<file path="src/rtl/cap_pkg.sv">
package cap_pkg;
    typedef enum logic [1:0] {
        DMA_OFF  = 2'b00,
        DMA_RISE = 2'b01,
        DMA_FALL = 2'b10,
        DMA_PAIR = 2'b11
    } dma_mode_e;

    localparam int unsigned DIV_SEL_W = 3;
    localparam int unsigned DIV_MAX_LOG = 4;
    localparam int unsigned DIV_CNT_W = DIV_MAX_LOG + 1;
endpackage

</file>
<file path="src/rtl/cap_tick_gen.sv">
module cap_tick_gen
    import cap_pkg::*;
#(
    parameter int unsigned PRE_W = 8
) (
    input  logic                 clk,
    input  logic                 rst_n,
    input  logic                 en,
    input  logic                 base_tick,
    input  logic [PRE_W-1:0]     presc,
    input  logic [DIV_SEL_W-1:0] div_sel,
    output logic                 tick
);
    typedef struct packed {
        logic [PRE_W-1:0]     pcnt;
        logic [DIV_CNT_W-1:0] dcnt;
    } tg_state_t;

    tg_state_t st_d, st_q;
    logic [PRE_W-1:0]     fac_m1;
    logic [DIV_CNT_W-1:0] div_m1;
    logic                 stage;

    always_comb begin
        fac_m1 = (presc == '0) ? PRE_W'(1) : presc;
        if (div_sel >= DIV_SEL_W'(DIV_MAX_LOG))
            div_m1 = DIV_CNT_W'((1 << DIV_MAX_LOG) - 1);
        else
            div_m1 = DIV_CNT_W'((DIV_CNT_W'(1) << div_sel) - DIV_CNT_W'(1));
        stage = base_tick && (st_q.pcnt == fac_m1);
        tick  = en && stage && (st_q.dcnt == div_m1);
        st_d  = st_q;
        if (!en) begin
            st_d = '0;
        end else if (base_tick) begin
            st_d.pcnt = stage ? '0 : st_q.pcnt + 1'b1;
            if (stage)
                st_d.dcnt = tick ? '0 : st_q.dcnt + 1'b1;
        end
    end

    always_ff @(posedge clk) begin
        if (!rst_n) st_q <= '0;
        else        st_q <= st_d;
    end
endmodule

</file>
<file path="src/rtl/cap_edge_sync.sv">
module cap_edge_sync #(
    parameter int unsigned STAGES = 2
) (
    input  logic clk,
    input  logic rst_n,
    input  logic pin,
    output logic rise,
    output logic fall
);
    localparam int unsigned CHAIN = STAGES + 1;

    logic [CHAIN-1:0] sh_d, sh_q;

    always_comb begin
        sh_d = {sh_q[CHAIN-2:0], pin};
        rise = sh_q[STAGES-1] && !sh_q[STAGES];
        fall = !sh_q[STAGES-1] && sh_q[STAGES];
    end

    always_ff @(posedge clk) begin
        if (!rst_n) sh_q <= '0;
        else        sh_q <= sh_d;
    end
endmodule

</file>
<file path="src/rtl/cap_dma_seq.sv">
module cap_dma_seq
    import cap_pkg::*;
#(
    parameter int unsigned CNT_W = 16
) (
    input  logic             clk,
    input  logic             rst_n,
    input  logic             en,
    input  dma_mode_e        mode,
    input  logic             fall_first,
    input  logic             rise_evt,
    input  logic             fall_evt,
    input  logic [CNT_W-1:0] rise_val,
    input  logic [CNT_W-1:0] fall_val,
    input  logic             ack,
    output logic             req,
    output logic [CNT_W-1:0] data
);
    typedef struct packed {
        logic pend_r;
        logic pend_f;
        logic phase;
    } dq_state_t;

    dq_state_t st_d, st_q;
    logic pair, pend_first, pend_second, sel_fall, take;
    logic set_r, set_f, first_evt, second_evt;

    always_comb begin
        pair        = (mode == DMA_PAIR);
        pend_first  = fall_first ? st_q.pend_f : st_q.pend_r;
        pend_second = fall_first ? st_q.pend_r : st_q.pend_f;
        first_evt   = fall_first ? fall_evt : rise_evt;
        second_evt  = fall_first ? rise_evt : fall_evt;

        if (pair) begin
            req      = st_q.phase ? pend_second : pend_first;
            sel_fall = st_q.phase ? !fall_first : fall_first;
        end else begin
            req      = (mode == DMA_RISE) ? st_q.pend_r :
                       (mode == DMA_FALL) ? st_q.pend_f : 1'b0;
            sel_fall = (mode == DMA_FALL);
        end
        data = sel_fall ? fall_val : rise_val;
        take = req && ack;

        set_r = 1'b0;
        set_f = 1'b0;
        if (pair) begin
            if (first_evt && !st_q.phase) begin
                if (fall_first) set_f = 1'b1;
                else            set_r = 1'b1;
            end
            if (second_evt && (st_q.phase || pend_first)) begin
                if (fall_first) set_r = 1'b1;
                else            set_f = 1'b1;
            end
        end else begin
            set_r = rise_evt && (mode == DMA_RISE);
            set_f = fall_evt && (mode == DMA_FALL);
        end

        st_d = st_q;
        if (take) begin
            if (sel_fall) st_d.pend_f = 1'b0;
            else          st_d.pend_r = 1'b0;
            if (pair)     st_d.phase  = !st_q.phase;
        end
        if (set_r) st_d.pend_r = 1'b1;
        if (set_f) st_d.pend_f = 1'b1;
        if (!en)   st_d = '0;
    end

    always_ff @(posedge clk) begin
        if (!rst_n) st_q <= '0;
        else        st_q <= st_d;
    end
endmodule

</file>
<file path="src/rtl/cap_channel.sv">
module cap_channel
    import cap_pkg::*;
#(
    parameter int unsigned CNT_W       = 16,
    parameter int unsigned PRE_W       = 8,
    parameter int unsigned SYNC_STAGES = 2
) (
    input  logic                 clk,
    input  logic                 rst_n,
    input  logic                 base_tick,
    input  logic                 cap_pin,
    input  logic                 cap_en,
    input  logic                 pad_en,
    input  logic                 run_set,
    input  logic                 run_clr,
    input  logic [CNT_W-1:0]     period,
    input  logic [PRE_W-1:0]     presc,
    input  logic [DIV_SEL_W-1:0] div_sel,
    input  logic                 ie_rise,
    input  logic                 ie_fall,
    input  logic [1:0]           flag_clr,
    input  logic                 dma_en,
    input  logic [1:0]           dma_mode,
    input  logic                 dma_fall_first,
    input  logic                 dma_ack,
    output logic [CNT_W-1:0]     count,
    output logic                 running,
    output logic [CNT_W-1:0]     rise_latch,
    output logic [CNT_W-1:0]     fall_latch,
    output logic [1:0]           flags,
    output logic                 irq,
    output logic                 dma_req,
    output logic [CNT_W-1:0]     dma_data
);
    typedef struct packed {
        logic             run;
        logic             cap_en_prev;
        logic [CNT_W-1:0] cnt;
        logic [CNT_W-1:0] r_lat;
        logic [CNT_W-1:0] f_lat;
        logic [1:0]       flg;
    } ch_state_t;

    ch_state_t st_d, st_q;
    logic tick, rise_det, fall_det, rise_evt, fall_evt, cap_on;

    cap_tick_gen #(.PRE_W(PRE_W)) u_tick (
        .clk(clk), .rst_n(rst_n), .en(st_q.run), .base_tick(base_tick),
        .presc(presc), .div_sel(div_sel), .tick(tick)
    );

    cap_edge_sync #(.STAGES(SYNC_STAGES)) u_sync (
        .clk(clk), .rst_n(rst_n), .pin(cap_pin), .rise(rise_det), .fall(fall_det)
    );

    cap_dma_seq #(.CNT_W(CNT_W)) u_dma (
        .clk(clk), .rst_n(rst_n), .en(dma_en), .mode(dma_mode_e'(dma_mode)),
        .fall_first(dma_fall_first), .rise_evt(rise_evt), .fall_evt(fall_evt),
        .rise_val(st_q.r_lat), .fall_val(st_q.f_lat), .ack(dma_ack),
        .req(dma_req), .data(dma_data)
    );

    always_comb begin
        cap_on   = cap_en && pad_en;
        rise_evt = cap_on && rise_det;
        fall_evt = cap_on && fall_det;

        st_d = st_q;
        st_d.cap_en_prev = cap_en;

        if (run_set) begin
            st_d.run = 1'b1;
            st_d.cnt = period;
        end else if (st_q.run && tick) begin
            st_d.cnt = (st_q.cnt == '0) ? period : st_q.cnt - 1'b1;
        end
        if (run_clr || (st_q.cap_en_prev && !cap_en))
            st_d.run = 1'b0;

        if (rise_evt) st_d.r_lat = st_q.cnt;
        if (fall_evt) st_d.f_lat = st_q.cnt;

        st_d.flg = (st_q.flg & ~flag_clr) | {fall_evt, rise_evt};
    end

    always_ff @(posedge clk) begin
        if (!rst_n) st_q <= '0;
        else        st_q <= st_d;
    end

    assign count      = st_q.cnt;
    assign running    = st_q.run;
    assign rise_latch = st_q.r_lat;
    assign fall_latch = st_q.f_lat;
    assign flags      = st_q.flg;
    assign irq        = (st_q.flg[0] && ie_rise) || (st_q.flg[1] && ie_fall);
endmodule

</file>
<file path="config.mk">
export PLATFORM = sky130hd
export DESIGN_NAME = cap_channel
export DESIGN_NICKNAME = d
export VERILOG_FILES = /design/src/rtl/cap_pkg.sv /design/src/rtl/cap_tick_gen.sv /design/src/rtl/cap_edge_sync.sv /design/src/rtl/cap_dma_seq.sv /design/src/rtl/cap_channel.sv
export SDC_FILE = /design/constraint.sdc
export NUM_CORES = 1
export LEC_CHECK = 0
export BUFFER_PORTS_ARGS = -buffer_cell sky130_fd_sc_hd__buf_2
export CAP_MARGIN = 10
export CORE_MARGIN = 4
export CORE_UTILIZATION = 56
export DETAILED_ROUTE_END_ITERATION = 8
export PLACE_DENSITY = 0.95
export REMOVE_ABC_BUFFERS = 1
export SLEW_MARGIN = 40
export SYNTH_ARGS = -nofsm -noshare
export SYNTH_HDL_FRONTEND = slang
export SYNTH_SLANG_ARGS = --single-unit
</file>
<file path="constraint.sdc">
create_clock -name clk -period 3.7 [get_ports clk]
set_clock_uncertainty 0.2 [all_clocks]
set_input_delay 0.37 -clock clk [delete_from_list [all_inputs] [get_ports clk]]
set_output_delay 0.37 -clock clk [all_outputs]
set_load 0.05 [all_outputs]
</file>
==> impl_metrics.csv, run 1 <==
group,metric,value,unit
run_status,outcome,"complete, no violations",
clock_tree,clk_path_buf_depth,2,
worst_setup_path,crit_chain,"xnor2_1 -> nand2_1 -> nand2_1 -> nand2_1 -> nand2_1 -> buf_2",
timing,fin_tns_setup,0,ps
die,core.rowCount,30,
finish,num-nets-final,619,
die,die_area,8440,sq um
timing,slew_viol_final,0,
die,die_w,91.9,um
worst_setup_path,path_buf_inv,1,
finish,drive_above_1_share,0.250,
placed_design,io_buffers,112,
finish,stdcell_area,4380,sq um
detailed_routing,drt_pre_antenna_iters,6,
finish,finalNonFillerCells,671,
hold_path,hold_class,"in2reg",
clock_tree,ctsHtreeMaxLevel,3,
worst_setup_path,crit_fanout,17,
yosys,ys_types,56,
power,power.leakage,1.86,nW
flow_run,max_cap_violations,0,
detailed_routing,ant_nets,0,
timing,fin_crit,2600,ps
yosys,yosysTopAreaCellShare,0.361,
timing,setup_viol_count_final,0,
clock_tree,tritoncts,"built",
yosys,synthMuxAreaShare,0.00794,
die,num_io_pins,113,
detailed_routing,dr_total_vias,3763,
timing,fin_crit_sh,0.703,
yosys,avgSynthCellArea,7.61,sq um
finish,syn_to_final_growth,11.1,%
timing,rsz0062_at_grt,"no",
worst_setup_path,endpoint_kind,"primary output",
worst_setup_path,crit_path_start_kind,"flop",
detailed_routing,wl_per_cell,14.5,um
yosys,yosysSeqAreaShare,0.361,
global_route,grt_pass1_vias,3505,
timing,slew_headroom,0.472,
timing,fmax,385,MHz
global_route,grt_max_degree,47,
global_route,grt_usage,0.231,
detailed_routing,post_drt_via_cell_ratio,5.61,
yosys,synth-simple-area-share,0.279,
clock_tree,cts-resized-gates,0,
power,power_density,407,nW/um^2
clock_tree,cts_sinks,71,
die,die_y,91.9,um
yosys,synthFlopType,"dfxtp_1",
placed_design,place_ws,1030,ps
yosys,synth-adder-area-share,0.0127,
global_route,grt_overflow,0,
timing,finalHoldViolCount,0,
detailed_routing,wl,9740,um
finish,antenna_cells,0,
yosys,ys_top_cells_by_area,"dfxtp_1 (36%), nand2_1 (14%), buf_4 (9.5%)",
yosys,yosysTopAreaCell,"dfxtp_1",
clock_tree,clock_latency,350,ps
placed_design,hpwlAfterDp,7160,um
detailed_routing,drc_errors,0,
placed_design,place.gp.congestion,0.962,
worst_setup_path,crit_family,"simple AND/OR/NAND/NOR gates",
yosys,synth_top_family_by_area,"simple AND/OR/NAND/NOR gates",
die,core,6830,sq um
clock_tree,numCtsBuffers,9,
yosys,synthArstFlopShare,0,
yosys,synthTopCellsByCount,"nand2_1 (144), dfxtp_1 (71), buf_4 (50)",
finish,post-route-util,0.641,
yosys,synth_enable_flop_cells,0,
die,start_util,0.577,
yosys,netlist_instances,518,
yosys,synth_area,3940,sq um
worst_setup_path,cp_common_cell,"nand2_1",
worst_setup_path,slowest_stage,"nand2_1",
clock_tree,clkSlewWorstSetupHoldPaths,70,ps
placed_design,dpl_cell_area,4160,sq um
clock_tree,cts-hold-fix-buffers,0,
worst_setup_path,cp.arrival,2030,ps
clock_tree,root_buffer,"clkbuf_8",
yosys,yosysMostFrequentCell,"nand2_1",
timing,layout_setup_ws,1100,ps
timing,worst_pin_slew,790,ps
yosys,synth_seq_cells,71,
global_route,grt_first_pass_wirelength,16000,um
global_route,antenna_found_initial,1,
worst_setup_path,critPathKind,"reg2out",
yosys,synth_warnings,0,
yosys,synth-xor-area-share,0.0378,
power,irDropWorstVdd,0.180,mV
detailed_routing,drt_iter0_drc,273,
yosys,synth_compound_area_frac,0.167,
worst_setup_path,required,3130,ps
worst_setup_path,cpPeakStageDelay,480,ps
clock_tree,cts_setup_buffers,0,
placed_design,dp_cells,655,
## registers in the layout, summed over array words and instances (netlist names)
register     flops
rise_latch      16
flags            2
running          1
u_sync.sh_q      3
fall_latch      16
st_q             1
count           16
u_tick.st_q     13
u_dma.st_q       3
## placed cells by master (no fill, tap or decap), types with 6 or more instances in the layout
| master | instances |
|---|---|
| inv_1 | 8 |
| xnor2_1 | 9 |
| nand2_1 | 144 |
| a21oi_1 | 48 |
| buf_2 | 112 |
| nand3_1 | 13 |
| nor4_1 | 6 |
| nand2b_1 | 6 |
| nor3_1 | 11 |
| a32o_1 | 9 |
| xor2_1 | 8 |
| nor2_1 | 28 |
| clkbuf_8 | 9 |
| o21ai_0 | 13 |
| dfxtp_1 | 71 |
| and2_1 | 6 |
| nand4_1 | 6 |
## metrics by stage
step,hold WS [ps],power (mW)
final,9.44,1.78
after global routing,1.06,1.85
after CTS,4.49,1.79
after detailed placement,220,1.13
after global placement,217,1.12
after floorplan,204,1.03
## kinds of logic (layout without fill, tap and decap cells)
kind of cell	count (synthesis)	in the layout
DFF	71	71
and+or+nand+nor	242	242
buffers and inverters	81	138
adders and majority gates	4	4
AOI/OAI and AO/OA	100	100
xor gates and xnor gates	17	17
muxes	3	3
## cell type report
type	count	area, sq um
tap	96	120
sequential	71	1420
clock inverter	6	86.3
multi-input combinational	366	2010
inverter	8	30.0
fill	582	2450
clock buffer	9	124
timing repair buffer	115	587
## final timing paths
| check | from | endpoint | slack (ps) | cells past startpoint |
|---|---|---|---|---|
| max | u_dma.st_q[0]$_SDFFE_PN0P_ | dma_data[5] | 1100 | 6 |
| min reg2reg | u_sync.sh_q[0]$_SDFF_PN0_ | u_sync.sh_q[1]$_SDFF_PN0_ | 240 | 1 |
| min | run_clr | running$_SDFFE_PP0P_ | 9 | 2 |
| max reg2reg | count[2]$_SDFFE_PN0P_ | count[1]$_SDFFE_PN0P_ | 1240 | 6 |
## metal layers
| layer | up-vias | part of all wire | global-route usage |
|---|---|---|---|
| met1 | 1715 | 0.40 | 0.278 |
| met2 | 189 | 0.48 | 0.387 |
| met3 | 23 | 0.094 | 0.0673 |
| met4 | 2 | 0.019 | 0.0903 |
| li1 | 1834 | - | - |
| met5 | - | 0.0013 | 0 |
## where the power goes
group | switching [mW] | internal, mW | total [mW]
sequential | 0.0303 | 0.783 | 0.813
clock | 0.294 | 0.374 | 0.669
combinational | 0.211 | 0.0912 | 0.302
## worst reg2reg max path, delay by kind of cell, from the launching register on
kind | cells | cell delay (ps)
AND/OR/NAND/NOR | 3 | 830
flip-flops | 1 | 380
AO/OA/AOI/OAI | 3 | 900
Note: power is estimated with default switching activity, not from simulation.
==> run 2, diff against run 1 <==
Settings changed: CORE_UTILIZATION 56 to 52, PLACE_DENSITY 0.95 to 0.91.
Clock period 3.7 ns to 2.55 ns, I/O delays scaled along.
==> impl_metrics.csv, run 2 (same netlist as run 1, synthesis figures left out) <==
group,metric,value,unit
clock_tree,clock_latency,340,ps
worst_setup_path,crit_path_start_kind,"flop",
clock_tree,numCtsBuffers,9,
worst_setup_path,reg2reg_depth,6,
worst_setup_path,slowest_stage,"or4_1",
finish,num-nets-final,638,
global_route,antenna_found_initial,0,
clock_tree,tritoncts,"built",
run_status,outcome,"complete, no violations",
finish,post-route-util,0.623,
timing,finalHoldViolCount,0,
clock_tree,ctsHtreeMaxLevel,3,
worst_setup_path,r2r_slack,120,ps
power,power.total,2.62,mW
placed_design,hpwlAfterDp,7570,um
power,power_density,577,nW/um^2
worst_setup_path,critPathKind,"reg2reg",
timing,fmax,411,MHz
die,start_util,0.540,
clock_tree,cts_setup_buffers,0,
worst_setup_path,crit_fanout,9,
worst_setup_path,crit_chain,"or4_1 -> o22ai_1 -> o2111a_2 -> a31oi_2 -> nor2_2 -> a32o_1",
clock_tree,root_buffer,"clkbuf_8",
placed_design,dpl_cell_area,4240,sq um
detailed_routing,post_drt_via_cell_ratio,5.60,
power,power.leakage,1.95,nW
hold_path,holdPathEnd,"count[5]$_SDFFE_PN0P_",
finish,antenna_cells,0,
worst_setup_path,rr_startpoint,"u_tick.st_q[0]$_SDFFE_PN0P_",
placed_design,io_buffers,112,
timing,rsz0062_at_grt,"yes",
die,die_area,9040,sq um
clock_tree,cts_sinks,71,
finish,drive_above_1_share,0.267,
worst_setup_path,timing.rr.end,"count[3]$_SDFFE_PN0P_",
timing,fin_crit,2430,ps
detailed_routing,wl_per_cell,14.9,um
flow_run,max_cap_violations,0,
hold_path,hold_class,"in2reg",
placed_design,place.gp.congestion,0.952,
global_route,grt_overflow,0,
global_route,grt_first_pass_wirelength,16500,um
finish,final_cell_mix,"nand2_1 (144), buf_2 (112), dfxtp_1 (71)",
worst_setup_path,required,2620,ps
finish,syn_to_final_growth,15.3,%
timing,fin_crit_sh,0.953,
hold_path,whs_path_depth,4,
timing,fin_tns_setup,0,ps
timing,slew_viol_final,0,
die,core,7290,sq um
die,num_io_pins,113,
global_route,grt_pass1_vias,3398,
detailed_routing,wl,10300,um
worst_setup_path,cp.arrival,2500,ps
timing,worst_pin_slew,759,ps
power,irDropWorstVdd,0.361,mV
die,die_w,95.1,um
detailed_routing,drt_pre_antenna_iters,5,
finish,stdcell_area,4540,sq um
detailed_routing,drt_iter0_drc,415,
clock_tree,clk_path_buf_depth,2,
timing,slew_headroom,0.492,
clock_tree,clkSlewWorstSetupHoldPaths,80,ps
timing,whs,28.0,ps
hold_path,worstHoldStart,"period[5]",
timing,setup_viol_count_final,0,
global_route,grt_usage,0.230,
global_route,grt_max_degree,47,
finish,final_common_cell,"nand2_1",
detailed_routing,ant_nets,0,
detailed_routing,drc_errors,0,
die,die_y,95.1,um
detailed_routing,dr_total_vias,3889,
worst_setup_path,cpPeakStageDelay,560,ps
die,core.rowCount,31,
worst_setup_path,endpoint_kind,"flop",
[run 2: power by group]
part	internal, mW	switching, mW	total (mW)
Sequential	1.14	0.0387	1.17
Clock	0.548	0.413	0.961
Combinational	0.158	0.330	0.487
Total	1.84	0.782	2.62
[run 2: stage by stage]
stage               setup WS, ps  std cells
detailed placement           169        670
global route              -0.470        694
global placement             283        670
CTS                          138        692
finish                       120        694
floorplan                   5.67        445
[run 2: how the worst max path moves through the flow]
stage / startpoint / endpoint / slack [ps]
detailed placement: u_tick.st_q[0]$_SDFFE_PN0P_ / count[0]$_SDFFE_PN0P_ / 170
global route: u_tick.st_q[0]$_SDFFE_PN0P_ / count[3]$_SDFFE_PN0P_ / -0.5
floorplan: count[2]$_SDFFE_PN0P_ / count[1]$_SDFFE_PN0P_ / 6
CTS: u_tick.st_q[0]$_SDFFE_PN0P_ / count[0]$_SDFFE_PN0P_ / 140
global placement: presc[5] / count[7]$_SDFFE_PN0P_ / 280
finish: u_tick.st_q[0]$_SDFFE_PN0P_ / count[3]$_SDFFE_PN0P_ / 120
[run 2: repair_timing]
item,CTS,global route
resized for setup,1,2
pin swaps,0,0
endpoints found under the hold margin,8,0
setup endpoints to repair,1,1
hold buffers,6,0
[run 2: cell type report]
class                      count  area (sq um)
tap                           99           124
clock inverter                 6          85.1
fill                         654          2750
multi-input combinational    366          2010
clock buffer                  10           128
inverter                       8          30.0
timing repair buffer         134           744
sequential                    71          1420
[run 2: layer usage]
metal / GRT usage / up-vias / share of wire
li1: - / 1873 / -
met5: 0 / - / 0
met1: 0.290 / 1783 / 0.39
met2: 0.393 / 209 / 0.49
met3: 0.0395 / 24 / 0.089
met4: 0.0865 / 0 / 0.025
[run 2: worst max-delay path, delay by kind of cell (launching register included)]
kind	cells	cell delay [ps]
simple gates	2	900
compound gates	4	910
flops	1	360
